## src/rtl/pwg_pkg.sv

```systemverilog
package pwg_pkg;
  typedef enum logic [1:0] {
    FLT_NONE   = 2'd0,
    FLT_ABSENT = 2'd1,
    FLT_RSVD   = 2'd2,
    FLT_RIGHTS = 2'd3
  } pwg_fault_e;

  typedef enum logic [1:0] {
    ACC_RD  = 2'd0,
    ACC_WR  = 2'd1,
    ACC_FX  = 2'd2,
    ACC_RD2 = 2'd3
  } pwg_acc_e;

  typedef enum logic [1:0] {
    ST_IDLE = 2'd0,
    ST_WALK = 2'd1,
    ST_DONE = 2'd2
  } pwg_state_e;
endpackage

```

## src/rtl/pwg_rsvd_check.sv

```systemverilog
module pwg_rsvd_check #(
  parameter int ENTRY_W = 64,
  parameter int LVL_W   = 2,
  parameter int TOP_LVL = 3,
  parameter int DIR_LVL = 1,
  parameter int PS_BIT  = 7,
  parameter int XD_BIT  = 63,
  parameter int RSV_LO  = 13,
  parameter int RSV_HI  = 20
) (
  input  logic [ENTRY_W-1:0] entry,
  input  logic [LVL_W-1:0]   level,
  input  logic               nx_en,
  output logic               rsvd_hit
);
  localparam int RSV_N = RSV_HI - RSV_LO + 1;

  logic [RSV_N-1:0] field;
  logic top_ps, dir_field, xd_rsvd;

  for (genvar i = 0; i < RSV_N; i++) begin : g_field
    assign field[i] = entry[RSV_LO + i];
  end

  always_comb begin
    top_ps    = (level == LVL_W'(TOP_LVL)) && entry[PS_BIT];
    dir_field = (level == LVL_W'(DIR_LVL)) && entry[PS_BIT] && (|field);
    xd_rsvd   = !nx_en && entry[XD_BIT];
    rsvd_hit  = top_ps || dir_field || xd_rsvd;
  end
endmodule

```

## src/rtl/pwg_rights_acc.sv

```systemverilog
module pwg_rights_acc #(
  parameter int ENTRY_W = 64,
  parameter int RW_BIT  = 1,
  parameter int US_BIT  = 2,
  parameter int XD_BIT  = 63
) (
  input  logic               clk,
  input  logic               rst_n,
  input  logic               clr,
  input  logic               upd,
  input  logic [ENTRY_W-1:0] entry,
  output logic               nxt_wr_all,
  output logic               nxt_us_all,
  output logic               nxt_xd_any
);
  logic wr_all_q, us_all_q, xd_any_q;

  always_comb begin
    nxt_wr_all = wr_all_q;
    nxt_us_all = us_all_q;
    nxt_xd_any = xd_any_q;
    if (upd) begin
      nxt_wr_all = wr_all_q && entry[RW_BIT];
      nxt_us_all = us_all_q && entry[US_BIT];
      nxt_xd_any = xd_any_q || entry[XD_BIT];
    end
  end

  always_ff @(posedge clk) begin
    if (!rst_n || clr) begin
      wr_all_q <= 1'b1;
      us_all_q <= 1'b1;
      xd_any_q <= 1'b0;
    end else if (upd) begin
      wr_all_q <= nxt_wr_all;
      us_all_q <= nxt_us_all;
      xd_any_q <= nxt_xd_any;
    end
  end
endmodule

```

## src/rtl/pwg_decide.sv

```systemverilog
module pwg_decide
  import pwg_pkg::*;
(
  input  logic [1:0] acc_kind,
  input  logic       user_mode,
  input  logic       wp_en,
  input  logic       nx_en,
  input  logic       wr_all,
  input  logic       us_all,
  input  logic       xd_any,
  output logic       rights_ok
);
  pwg_acc_e kind;

  always_comb begin
    kind = pwg_acc_e'(acc_kind);
    unique case (kind)
      ACC_WR:  rights_ok = (user_mode || wp_en) ? wr_all : 1'b1;
      ACC_FX:  rights_ok = nx_en ? !xd_any : 1'b1;
      default: rights_ok = 1'b1;
    endcase
    if (user_mode && !us_all) rights_ok = 1'b0;
  end
endmodule

```

## src/rtl/pwalk_guard.sv

```systemverilog
module pwalk_guard
  import pwg_pkg::*;
#(
  parameter int ENTRY_W = 64,
  parameter int LVL_W   = 2,
  parameter int P_BIT   = 0,
  parameter int RW_BIT  = 1,
  parameter int US_BIT  = 2,
  parameter int PS_BIT  = 7,
  parameter int RSV_LO  = 13,
  parameter int RSV_HI  = 20,
  parameter int TOP_LVL = 3,
  parameter int PTR_LVL = 2,
  parameter int DIR_LVL = 1
) (
  input  logic               clk,
  input  logic               rst_n,
  input  logic               start,
  input  logic [1:0]         acc_kind,
  input  logic               user_mode,
  input  logic               wp_en,
  input  logic               nx_en,
  input  logic               three_lvl,
  input  logic               ent_valid,
  output logic               ent_ready,
  input  logic [ENTRY_W-1:0] ent_data,
  input  logic [LVL_W-1:0]   ent_level,
  input  logic               ent_last,
  output logic               res_valid,
  input  logic               res_ready,
  output logic [1:0]         res_fault,
  output logic               res_allow
);
  localparam int XD_BIT = ENTRY_W - 1;

  pwg_state_e st_q, st_d;
  pwg_fault_e flt_q, flt_d;
  logic       allow_q, allow_d;
  logic       take, present, rsvd_hit, skip_rights, upd;
  logic       wr_all, us_all, xd_any, rights_ok;

  assign take        = ent_valid && ent_ready && !start;
  assign present     = ent_data[P_BIT];
  assign skip_rights = three_lvl && (ent_level == LVL_W'(PTR_LVL));
  assign upd         = take && present && !rsvd_hit && !skip_rights;

  pwg_rsvd_check #(
    .ENTRY_W(ENTRY_W), .LVL_W(LVL_W), .TOP_LVL(TOP_LVL), .DIR_LVL(DIR_LVL),
    .PS_BIT(PS_BIT), .XD_BIT(XD_BIT), .RSV_LO(RSV_LO), .RSV_HI(RSV_HI)
  ) u_rsvd (
    .entry(ent_data), .level(ent_level), .nx_en(nx_en), .rsvd_hit(rsvd_hit)
  );

  pwg_rights_acc #(
    .ENTRY_W(ENTRY_W), .RW_BIT(RW_BIT), .US_BIT(US_BIT), .XD_BIT(XD_BIT)
  ) u_acc (
    .clk(clk), .rst_n(rst_n), .clr(start), .upd(upd), .entry(ent_data),
    .nxt_wr_all(wr_all), .nxt_us_all(us_all), .nxt_xd_any(xd_any)
  );

  pwg_decide u_dec (
    .acc_kind(acc_kind), .user_mode(user_mode), .wp_en(wp_en), .nx_en(nx_en),
    .wr_all(wr_all), .us_all(us_all), .xd_any(xd_any), .rights_ok(rights_ok)
  );

  always_comb begin
    st_d    = st_q;
    flt_d   = flt_q;
    allow_d = allow_q;
    if (start) begin
      st_d    = ST_WALK;
      flt_d   = FLT_NONE;
      allow_d = 1'b0;
    end else begin
      unique case (st_q)
        ST_WALK: begin
          if (take) begin
            if (!present) begin
              st_d = ST_DONE; flt_d = FLT_ABSENT; allow_d = 1'b0;
            end else if (rsvd_hit) begin
              st_d = ST_DONE; flt_d = FLT_RSVD; allow_d = 1'b0;
            end else if (ent_last) begin
              st_d    = ST_DONE;
              flt_d   = rights_ok ? FLT_NONE : FLT_RIGHTS;
              allow_d = rights_ok;
            end
          end
        end
        ST_DONE: begin
          if (res_ready) begin
            st_d    = ST_IDLE;
            allow_d = 1'b0;
          end
        end
        default: st_d = ST_IDLE;
      endcase
    end
  end

  always_ff @(posedge clk) begin
    if (!rst_n) begin
      st_q    <= ST_IDLE;
      flt_q   <= FLT_NONE;
      allow_q <= 1'b0;
    end else begin
      st_q    <= st_d;
      flt_q   <= flt_d;
      allow_q <= allow_d;
    end
  end

  assign ent_ready = (st_q == ST_WALK);
  assign res_valid = (st_q == ST_DONE);
  assign res_fault = flt_q;
  assign res_allow = allow_q && res_valid;
endmodule

```

## config.mk

```make
export PLATFORM = sky130hd
export DESIGN_NAME = pwalk_guard
export DESIGN_NICKNAME = d
export VERILOG_FILES = /design/src/rtl/pwg_pkg.sv /design/src/rtl/pwg_rsvd_check.sv /design/src/rtl/pwg_rights_acc.sv /design/src/rtl/pwg_decide.sv /design/src/rtl/pwalk_guard.sv
export SDC_FILE = /design/constraint.sdc
export NUM_CORES = 1
export LEC_CHECK = 0
export BUFFER_PORTS_ARGS = -buffer_cell sky130_fd_sc_hd__buf_4
export CORE_UTILIZATION = 24
export DETAILED_ROUTE_END_ITERATION = 16
export PLACE_DENSITY = 0.74
export REMOVE_ABC_BUFFERS = 1
export SLEW_MARGIN = 20
export SYNTH_ARGS = -nofsm -noshare
export SYNTH_HDL_FRONTEND = slang
export SYNTH_HIERARCHICAL = 1
export SYNTH_SLANG_ARGS = --single-unit
```

## constraint.sdc

```tcl
create_clock -name clk -period 2.45 [get_ports clk]
set_clock_uncertainty 0.05 [all_clocks]
set_input_delay 0.49 -clock clk [delete_from_list [all_inputs] [get_ports clk]]
set_output_delay 0.49 -clock clk [all_outputs]
set_load 0.02 [all_outputs]
```

==> After elaboration in Yosys (flattened, before gate mapping) <==
Cells that the tools add are included.
{ "classes": {"n_eq_ne": 14, "mux": 24, "n_bitwise": 1, "reduce_logical": 33} }
{ "op_table": {"columns": ["op", "n"], "rows": [
  ["$mux 2", 9],
  ["$logic_and 1x1->1", 14],
  ["$mux 1", 12],
  ["$reduce_and 3->1", 3],
  ["$eq 2x2->1 const B", 4],
  ["$reduce_or 8->1", 1],
  ["$logic_not 1->1", 7],
  ["$eq 2x1->1 const B", 3],
  ["$ne 3x2->1 const B", 2],
  ["$logic_or 1x1->1", 5],
  ["$ne 5x3->1 const B", 1],
  ["$ne 2x1->1 const B", 2],
  ["$ne 4x2->1 const B", 1],
  ["$pmux 1 s2", 2],
  ["$pmux 2 s2", 1],
  ["$reduce_and 4->1", 1],
  ["$ne 3x1->1 const B", 1],
  ["$reduce_bool 2->1", 1],
  ["$reduce_or 2->1", 1],
  ["$not 1->1", 1]
]} }
{ "word_totals": {"reg_bits": 8, "inputBits": 78, "output_inout_bits": 5, "wordCells": 79} }

==> Depth between registers and ports, before layout <==
Gate-level depths: netlist (run 1).
{ "depth": {"word_depth": 18, "depth_mapped": 12, "ltp_nobuf": 12} }

==> Hierarchy <==
The synthesis (run 1) kept the hierarchy.
{ "by_module_without_submodules": {"columns": ["module", "n_inst", "cells_per_inst", "area_per_inst_um2", "seq_area_each_um2"], "rows": [
  ["pwalk_guard", 1, 34, 281.5, 100.1],
  ["pwg_rights_acc", 1, 14, 117.6, 60.1],
  ["pwg_decide", 1, 9, 73.8, 0.0],
  ["pwg_rsvd_check", 1, 6, 33.8, 0.0]
]} }

==> Worst setup path after synthesis (run 1) <==
OpenSTA, ideal clock, no wires.
{ "synth_timing": {"path_type": "input-to-reg", "startpoint": "input port ent_data[16]", "endpoint": "register flt_q[0] (netlist: res_fault[0])", "setup_ps": 72, "arrival_ps": 2342, "required_ps": 2328, "setup_slack_ps": -14, "cell_stages": 12, "n_path_buf": 0, "path_cell_list": "nor4_1 > nand3_1 > a32o_1 > nor3_1 > nor2b_1 > nor2_1 > nand2b_4 > a211oi_1 > a21oi_1 > o21ai_0 > nand2_1 > mux2i_1"} }
{ "synth_via": {"word_cells_on_any_way": 23, "classes_between": "1 x eq/ne; 11 x mux; 11 x reduce/logical"} }
{ "synth_rtl": {"columns": ["element", "line", "source"], "rows": [
  ["start, declared", "pwalk_guard.sv:26", "input logic [ENTRY_W-1:0] ent_data,"],
  ["$reduce_or 8->1", "pwg_rsvd_check.sv:27", "dir_field = (level == LVL_W'(DIR_LVL)) && entry[PS_BIT] && (|field);"],
  ["$logic_and 1x1->1", "pwg_rsvd_check.sv:27", null],
  ["$logic_or 1x1->1 (2 in a row)", "pwg_rsvd_check.sv:29", "rsvd_hit = top_ps || dir_field || xd_rsvd;"],
  ["via rsvd_hit", "pwalk_guard.sv:39", "logic take, present, rsvd_hit, skip_rights, upd;"],
  ["$logic_not 1->1", "pwalk_guard.sv:45", "assign upd = take && present && !rsvd_hit && !skip_rights;"],
  ["$logic_and 1x1->1 (2 in a row)", "pwalk_guard.sv:45", null],
  ["via upd", "pwalk_guard.sv:39", null],
  ["$mux 1", "pwg_rights_acc.sv:22", "if (upd) begin"],
  ["via wr_all", "pwalk_guard.sv:40", "logic wr_all, us_all, xd_any, rights_ok;"],
  ["$mux 1", "pwg_decide.sv:18", "ACC_WR: rights_ok = (user_mode || wp_en) ? wr_all : 1'b1;"],
  ["$pmux 1 s2", "pwg_decide.sv:17", "unique case (kind)"],
  ["$mux 1", "pwg_decide.sv:22", "if (user_mode && !us_all) rights_ok = 1'b0;"],
  ["via rights_ok", "pwalk_guard.sv:40", null],
  ["$mux 2", "pwalk_guard.sv:84", "flt_d = rights_ok ? FLT_NONE : FLT_RIGHTS;"],
  ["$mux 2", "pwalk_guard.sv:82", "end else if (ent_last) begin"],
  ["$mux 2", "pwalk_guard.sv:80", "end else if (rsvd_hit) begin"],
  ["$mux 2", "pwalk_guard.sv:78", "if (!present) begin"],
  ["end signal, assigned", "pwalk_guard.sv:107", "flt_q <= flt_d;"],
  ["end, declared", "pwalk_guard.sv:37", "pwg_fault_e flt_q, flt_d;"]
]} }
The timed path passes the listed nets, and every way through them passes these cells. The select of a mux whose other input is x is not followed.
A chain may end at the register's enable or synchronous reset.

==> Worst setup path in the final report (run 1) <==
{ "layout_timing": {"startpoint": "input port ent_data[17]", "endpoint": "register flt_q[0] (netlist: res_fault[0])"} }
The elaborated chain is that of the path after synthesis.

==> out/results.ini, run 1 <==
[run_status]
status=completed

[synth]
syn_avg_cell_area_sq_um=8.04
yosys-top-cells-area=dfxtp_1 32%, nor2b_1 8.6%, ha_1 4.9%
syn_area_sq_um=507
synth_ff_type=dfxtp_1
ys_seq_area_share_pct=31.6
ys_ff_latch=8
synth_cell_types=28
synth_area_leader_cell=dfxtp_1
synthCells=63
synth-warning-count=6
netlist.area_leader.share_pct=31.6
synth-edff-count=0
synth-async-reset-ratio_pct=0

[finish]
fillerInstances=203
drive_gt1_share_pct=51.5
mostFrequentLayoutCell=buf_4
finalNetCount=185
fin_cells=130
layout_common_cells=36 x buf_4, 8 x dfxtp_1, 6 x nor2b_1, 6 x nand2_1, 5 x inv_1
area_growth_pct=78.5
diodes=0
stdcell_area_sq_um=905
multi_input_area_sq_um=373
regArea_sq_um=160

[clock_tree]
cts_made_buffers=3
hold_buffers=0
cts_tree=built
clk_pin_slew_worst_paths_ns=0.05
clkSinkCount=8
cts_max_level=1
clock_path_buffers=2
clock-root-buffer=clkbuf_4
clkLatencyLatePin_ns=0.25

[power_and_ir_drop]
p_total_uw=325
p_leak_uw=0.000437
clkPwrFrac_pct=31.0
power.density_nw_per_um2=359
p_int_uw=242
p_sw_uw=82.9
pwr-share-comb_pct=27.7
p_seq_share_pct=41.4
switching_share_pct=25.5
ir_worst_vdd_v=0.000179

[worst_setup_path]
crit_required_ns=2.58
cp_max_fo=3
rr_worst_depth=11
end_kind=flop
arrival_ns=2.42
crit_type=input pin to flop
startpoint_type=input pin

[floorplanning]
die_h_um=48.0
core_region_area_sq_um=1980
io_pins=83
initial_core_util_pct=25.6
fp-row-count=16
die-width_um=48.0
die_area_sq_um=2300

[job]
max_cap_viol_count=0

[hold_path]
hold_path_class=input pin to flop
whs_path_depth=3

[routing]
ant_nets=0
drt-total-wl_um=1320
wire_per_inst_um=10.1
drtPass1Iterations=4
drtIter0Drc=3
drc_errors=0
num_vias=581
via_per_inst=4.47

[global_route]
first_global_vias=570
antenna_found_initial=0
grt_pass1_wl_um=2060
track_usage_pct=13.4
gr-total-overflow=0
grt_max_degree=8

[sta]
tightest_slew_ns=0.450
min_period_over_period_pct=93.3
fmax_mhz=437
slew_headroom_pct=69.9
rsz0062_at_grt=yes
maxSlewViolCount=0
setup_ws_ns=0.163
hold_viol=0
post-route-min-period_ns=2.29
setup_viol=0
whs_ns=0.412

[placement]
routabilityCongestion=0.683
place_hpwl_um=1100
place_inst=126
post_dp_cell_area_sq_um=815
post-place-ws_ns=-0.349
port_buffers=31

[metal layers]
metal | share of wire [%] | track usage [%]
met3 | 7.7 | 1.13
met1 | 44 | 14.3
met5 | 0 | 0
met4 | 1.7 | 11.7
met2 | 47 | 23.5
[power groups by stage]
| stage | Sequential, uW | Clock, uW | Combinational [uW] |
|---|---|---|---|
| 2_1_floorplan | 137 | 0 | 28.4 |
| 3_3_place_gp | 137 | 0 | 77.8 |
| 3_5_place_dp | 137 | 0 | 79.9 |
| 4_1_cts | 134 | 106 | 81.3 |
| 5_1_grt | 135 | 113 | 98.0 |
| 6_report | 134 | 101 | 89.9 |
[sequential cells by signal, summed over array words and instances (netlist names)]
signal and flops:
u_acc/xd_any_q 1, res_fault 2, u_acc/us_all_q 1, u_acc/wr_all_q 1, st_q 2, allow_q 1
[critical path: stages]
cell and delay, ns:
buf_6 0.10, nor4_4 0.24, nand3_1 0.10, a32o_2 0.28, nor3_4 0.18, nor2b_4 0.17
nor2_1 0.06, nand2b_4 0.13, a211oi_2 0.23, a21oi_2 0.07, o21ai_1 0.14, nand2_1 0.06
mux2i_1 0.16
[Yosys cell counts, types with 2 or more instances]
master	n
nand2_1	6
o21ai_1	3
and2_1	2
nor2b_1	7
dfxtp_1	8
inv_1	5
o21ai_0	2
nand3_1	4
mux2i_1	2
nor2_1	3
ha_1	2
nor3_1	2
nand3b_1	2
[cell families (layout without fill, tap and decap cells)]
| kind of cell | Yosys count | count (layout) | share of synthesized area [%] |
|---|---|---|---|
| compound gates | 14 | 14 | 20.0 |
| fa+ha+maj | 2 | 2 | 4.94 |
| buf+inv | 7 | 47 | 5.18 |
| flops | 8 | 8 | 31.6 |
| mux | 2 | 2 | 3.95 |
| simple gates | 30 | 30 | 34.3 |
[path summary, 6_finish.rpt]
check / from / slack [ns] / to
worst max-delay path: ent_data[17] / 0.16 / res_fault[0]
worst min-delay path: rst_n / 0.41 / st_q[0]
worst max register to register: st_q[1] / 0.34 / res_fault[0]
worst min register to register: u_acc/wr_all_q / 0.42 / u_acc/wr_all_q
[metrics by stage]
step                utilization [%]  TNS (ns)
CTS                            43.0         0
floorplan                         -   -0.0210
global placement               41.1    -0.830
global route                   45.6   -0.0507
detailed placement             41.1    -0.891
finish                         45.6         0
[final cells by class]
cell class	count	share of cell area [%]
Inverter	6	2.49
Clock buffer	3	2.49
Timing Repair Buffer	38	32.4
Multi-Input combinational cell	48	41.2
Sequential cell	8	17.7
Tap cell	27	3.73
[repair_timing]
action / 4_1_cts / 5_1_grt
gates cloned: 0 / 0
gates resized for setup: 2 / 12
buffers inserted: 1 / 0
pin swaps: 1 / 9
endpoints found under the setup margin: 3 / 3
No activity file was read; power rests on OpenSTA's default activity.
==> inputs of run 2 (changes only) <==
ABC_AREA = 1   (was not set)
CORE_UTILIZATION = 26   (was 24)
PLACE_DENSITY = 0.75   (was 0.74)
==> run 2 against run 1 <==
Against the previous run: power decreased by 1.2%; global-route usage grew 0.75 points; largest power group unchanged; critical path type unchanged; combinational power is 2% lower; routed wire length grew 6.8%; clock power decreased by 4%; first-iteration DRC count rose to 4.7 times the previous value; count of clock-buffer cells in the layout stayed put.
==> out/results.ini, run 2 <==
[placement]
routabilityCongestion=0.828  ; was 0.683
post_dp_cell_area_sq_um=856  ; was 815 sq um
port_buffers=31  ; unchanged
place_inst=154  ; was 126
place_hpwl_um=1190  ; was 1100 um

[routing]
ant_nets=0  ; unchanged
drc_errors=0  ; unchanged
drtIter0Drc=14  ; was 3
num_vias=669  ; was 581
drtPass1Iterations=4  ; unchanged
drt-total-wl_um=1410  ; was 1320 um
wire_per_inst_um=8.97  ; was 10.1 um
via_per_inst=4.26  ; was 4.47

[power_and_ir_drop]
ir_worst_vdd_v=0.000181  ; was 0.000179 V
clkPwrFrac_pct=30.2  ; was 31.0%
switching_share_pct=26.1  ; was 25.5%
power.density_nw_per_um2=365  ; was 359 nW/um^2
p_leak_uw=0.000478  ; was 0.000437 uW
p_sw_uw=83.7  ; was 82.9 uW
pwr-share-comb_pct=27.5  ; was 27.7%
p_int_uw=237  ; was 242 uW
p_seq_share_pct=42.3  ; was 41.4%

[clock_tree]
clock-root-buffer=clkbuf_4  ; unchanged
clk_pin_slew_worst_paths_ns=0.05  ; about the same
clock_path_buffers=2  ; unchanged
hold_buffers=0  ; unchanged
cts_max_level=1  ; unchanged
cts_setup_buffers=0  ; was 1
clkLatencyLatePin_ns=0.25  ; about the same
ctsResizeCount=0  ; was 2
cts_made_buffers=3  ; unchanged
clkSinkCount=8  ; unchanged
cts_tree=built  ; unchanged

[finish]
stdcell_area_sq_um=878  ; was 905 sq um
mostFrequentLayoutCell=buf_4  ; unchanged
fin_cells=157  ; was 130
utilization_pct=43.9  ; was 45.6%
diodes=0  ; unchanged
area_growth_pct=57.0  ; was 78.5%
fillerInstances=217  ; was 203
finalNetCount=212  ; was 185
drive_gt1_share_pct=37.7  ; was 51.5%
layout_common_cells=35 x buf_4, 22 x nand2_1, 19 x inv_1  ; was 36 x buf_4, 8 x dfxtp_1, 6 x nor2b_1, 6 x nand2_1, 5 x inv_1
regArea_sq_um=160  ; unchanged
multi_input_area_sq_um=315  ; was 373 sq um

[synth]
synth_simple_gate_area_share_pct=36.5  ; was 34.3%
synth_fa_ha_area_share_pct=4.47  ; was 4.94%
synth-warning-count=6  ; unchanged
synth-xor-area-share_pct=0  ; unchanged
synth_compound_area_share_pct=15.4  ; was 20.0%
ys_ff_latch=8  ; unchanged
yosys-top-cells-area=dfxtp_1 29%, nand2_1 15%, inv_1 13%  ; was dfxtp_1 32%, nor2b_1 8.6%, ha_1 4.9%
muxShareOfSynthArea_pct=0  ; was 3.95%
synth.most_common_cell=nand2_1  ; was dfxtp_1
synth_top_family_by_area=simple AND/OR/NAND/NOR gates  ; unchanged
synth-async-reset-ratio_pct=0  ; unchanged
synth-edff-count=0  ; unchanged
yosys-top-cells-count=22 x nand2_1, 19 x inv_1, 14 x nor2_1  ; was 8 x dfxtp_1, 7 x nor2b_1, 6 x nand2_1
syn_area_sq_um=559  ; was 507 sq um
syn_avg_cell_area_sq_um=6.08  ; was 8.04 sq um
synthCells=92  ; was 63
netlist.area_leader.share_pct=28.6  ; was 31.6%
synth_area_leader_cell=dfxtp_1  ; unchanged
synth_cell_types=20  ; was 28
synth_ff_type=dfxtp_1  ; unchanged
ys_seq_area_share_pct=28.6  ; was 31.6%

[worst_setup_path]
arrival_ns=2.35  ; was 2.42 ns
r2r-start=st_q[1]  ; unchanged
rr_worst_depth=15  ; was 11
crit_required_ns=2.58  ; about the same
regToRegSetupSlack_ns=0.47  ; was 0.34 ns
crit_type=input pin to flop  ; unchanged
end_kind=flop  ; unchanged
r2r_end=res_fault[0]  ; unchanged
startpoint_type=input pin  ; unchanged
cp_max_fo=3  ; unchanged

[floorplanning]
io_pins=83  ; unchanged
initial_core_util_pct=27.9  ; was 25.6%
die_h_um=48.4  ; was 48.0 um
fp-row-count=16  ; unchanged
core_region_area_sq_um=2000  ; was 1980 sq um
die-width_um=48.4  ; was 48.0 um
die_area_sq_um=2340  ; was 2300 sq um

[hold_path]
hold_path_class=flop to flop  ; was input pin to flop
hold_end=u_acc/us_all_q  ; was st_q[0]
whs_path_depth=2  ; was 3
worstHoldStart=u_acc/us_all_q  ; was rst_n

[sta]
maxSlewViolCount=0  ; unchanged
post-route-min-period_ns=2.22  ; was 2.29 ns
rsz0062_at_grt=no  ; was yes
fmax_mhz=451  ; was 437 MHz
hold_viol=0  ; unchanged
tightest_slew_ns=0.217  ; was 0.450 ns
slew_headroom_pct=85.5  ; was 69.9%
min_period_over_period_pct=90.6  ; was 93.3%
setup_viol=0  ; unchanged

[job]
max_cap_viol_count=0  ; unchanged

[global_route]
first_global_vias=630  ; was 570
gr-total-overflow=0  ; unchanged
antenna_found_initial=0  ; unchanged
grt_pass1_wl_um=2540  ; was 2060 um
grt_max_degree=5  ; was 8
track_usage_pct=14.2  ; was 13.4%

[run_status]
status=completed  ; unchanged

==> run 2: power by group through the flow <==
stage	combinational [uW]	clock, uW	sequential [uW]
final	88.3	96.8	136
after global routing	97.8	115	136
after CTS	88.2	104	136
after detailed placement	87.8	0	138
after global placement	84.9	0	138
after floorplan	37.3	0	139
==> run 2: worst max path at each step <==
stage	to	slack, ns	cells past startpoint	from
3_5_place_dp	res_fault[0]	0.01	18	ent_data[16]
2_1_floorplan	allow_q	0.24	16	ent_data[13]
3_3_place_gp	res_fault[1]	-0.02	18	ent_data[16]
4_1_cts	res_fault[0]	0.25	18	ent_data[16]
5_1_grt	res_fault[1]	0.02	18	ent_data[13]
6_report	res_fault[0]	0.23	18	ent_data[13]
==> run 2: layout make-up <==
type,count,area share (%)
multi-input combinational,62,35.9
timing repair buffer,35,29.9
sequential,8,18.2
inverter,22,9.54
tap,27,3.85
clock buffer,3,2.56
==> run 2: layer usage <==
layer / share of wire (%) / vias up / track usage [%]
met3: 11 / 2 / 4.09
li1: - / 352 / -
met4: 0.78 / 0 / 8.82
met1: 44 / 283 / 16.2
met2: 44 / 32 / 23.2
met5: 0 / - / 0
==> run 2: cell families after synthesis <==
| family | count (synthesis) |
|---|---|
| DFF | 8 |
| AOI/OAI and AO/OA | 13 |
| buffers and inverters | 22 |
| adders and majority gates | 2 |
| and+or+nand+nor | 47 |
==> run 2: through the flow <==
step	total power [uW]	setup TNS [ns]	setup WS (ns)	hold slack, ns
finish	321	0	0.231	0.398
global route	349	0	0.0245	0.436
CTS	328	0	0.254	0.403
detailed placement	226	0	0.0144	0.391
global placement	223	-0.0224	-0.0224	0.383
floorplan	176	0	0.235	0.364
==> run 2: critical path, stage by stage <==
cell and delay [ns]:
buf_4 0.11, nor2_1 0.11, nand3_1 0.08, o21bai_1 0.13, nand2_1 0.08, inv_1 0.07, nand2_1 0.06, a211oi_1 0.22
buf_4 0.16, nand2_1 0.05, nand2_1 0.07, inv_1 0.05, o21bai_1 0.14, nand2_1 0.07, a21oi_2 0.06, o21ai_0 0.18
o21ai_0 0.13, nor2_1 0.10
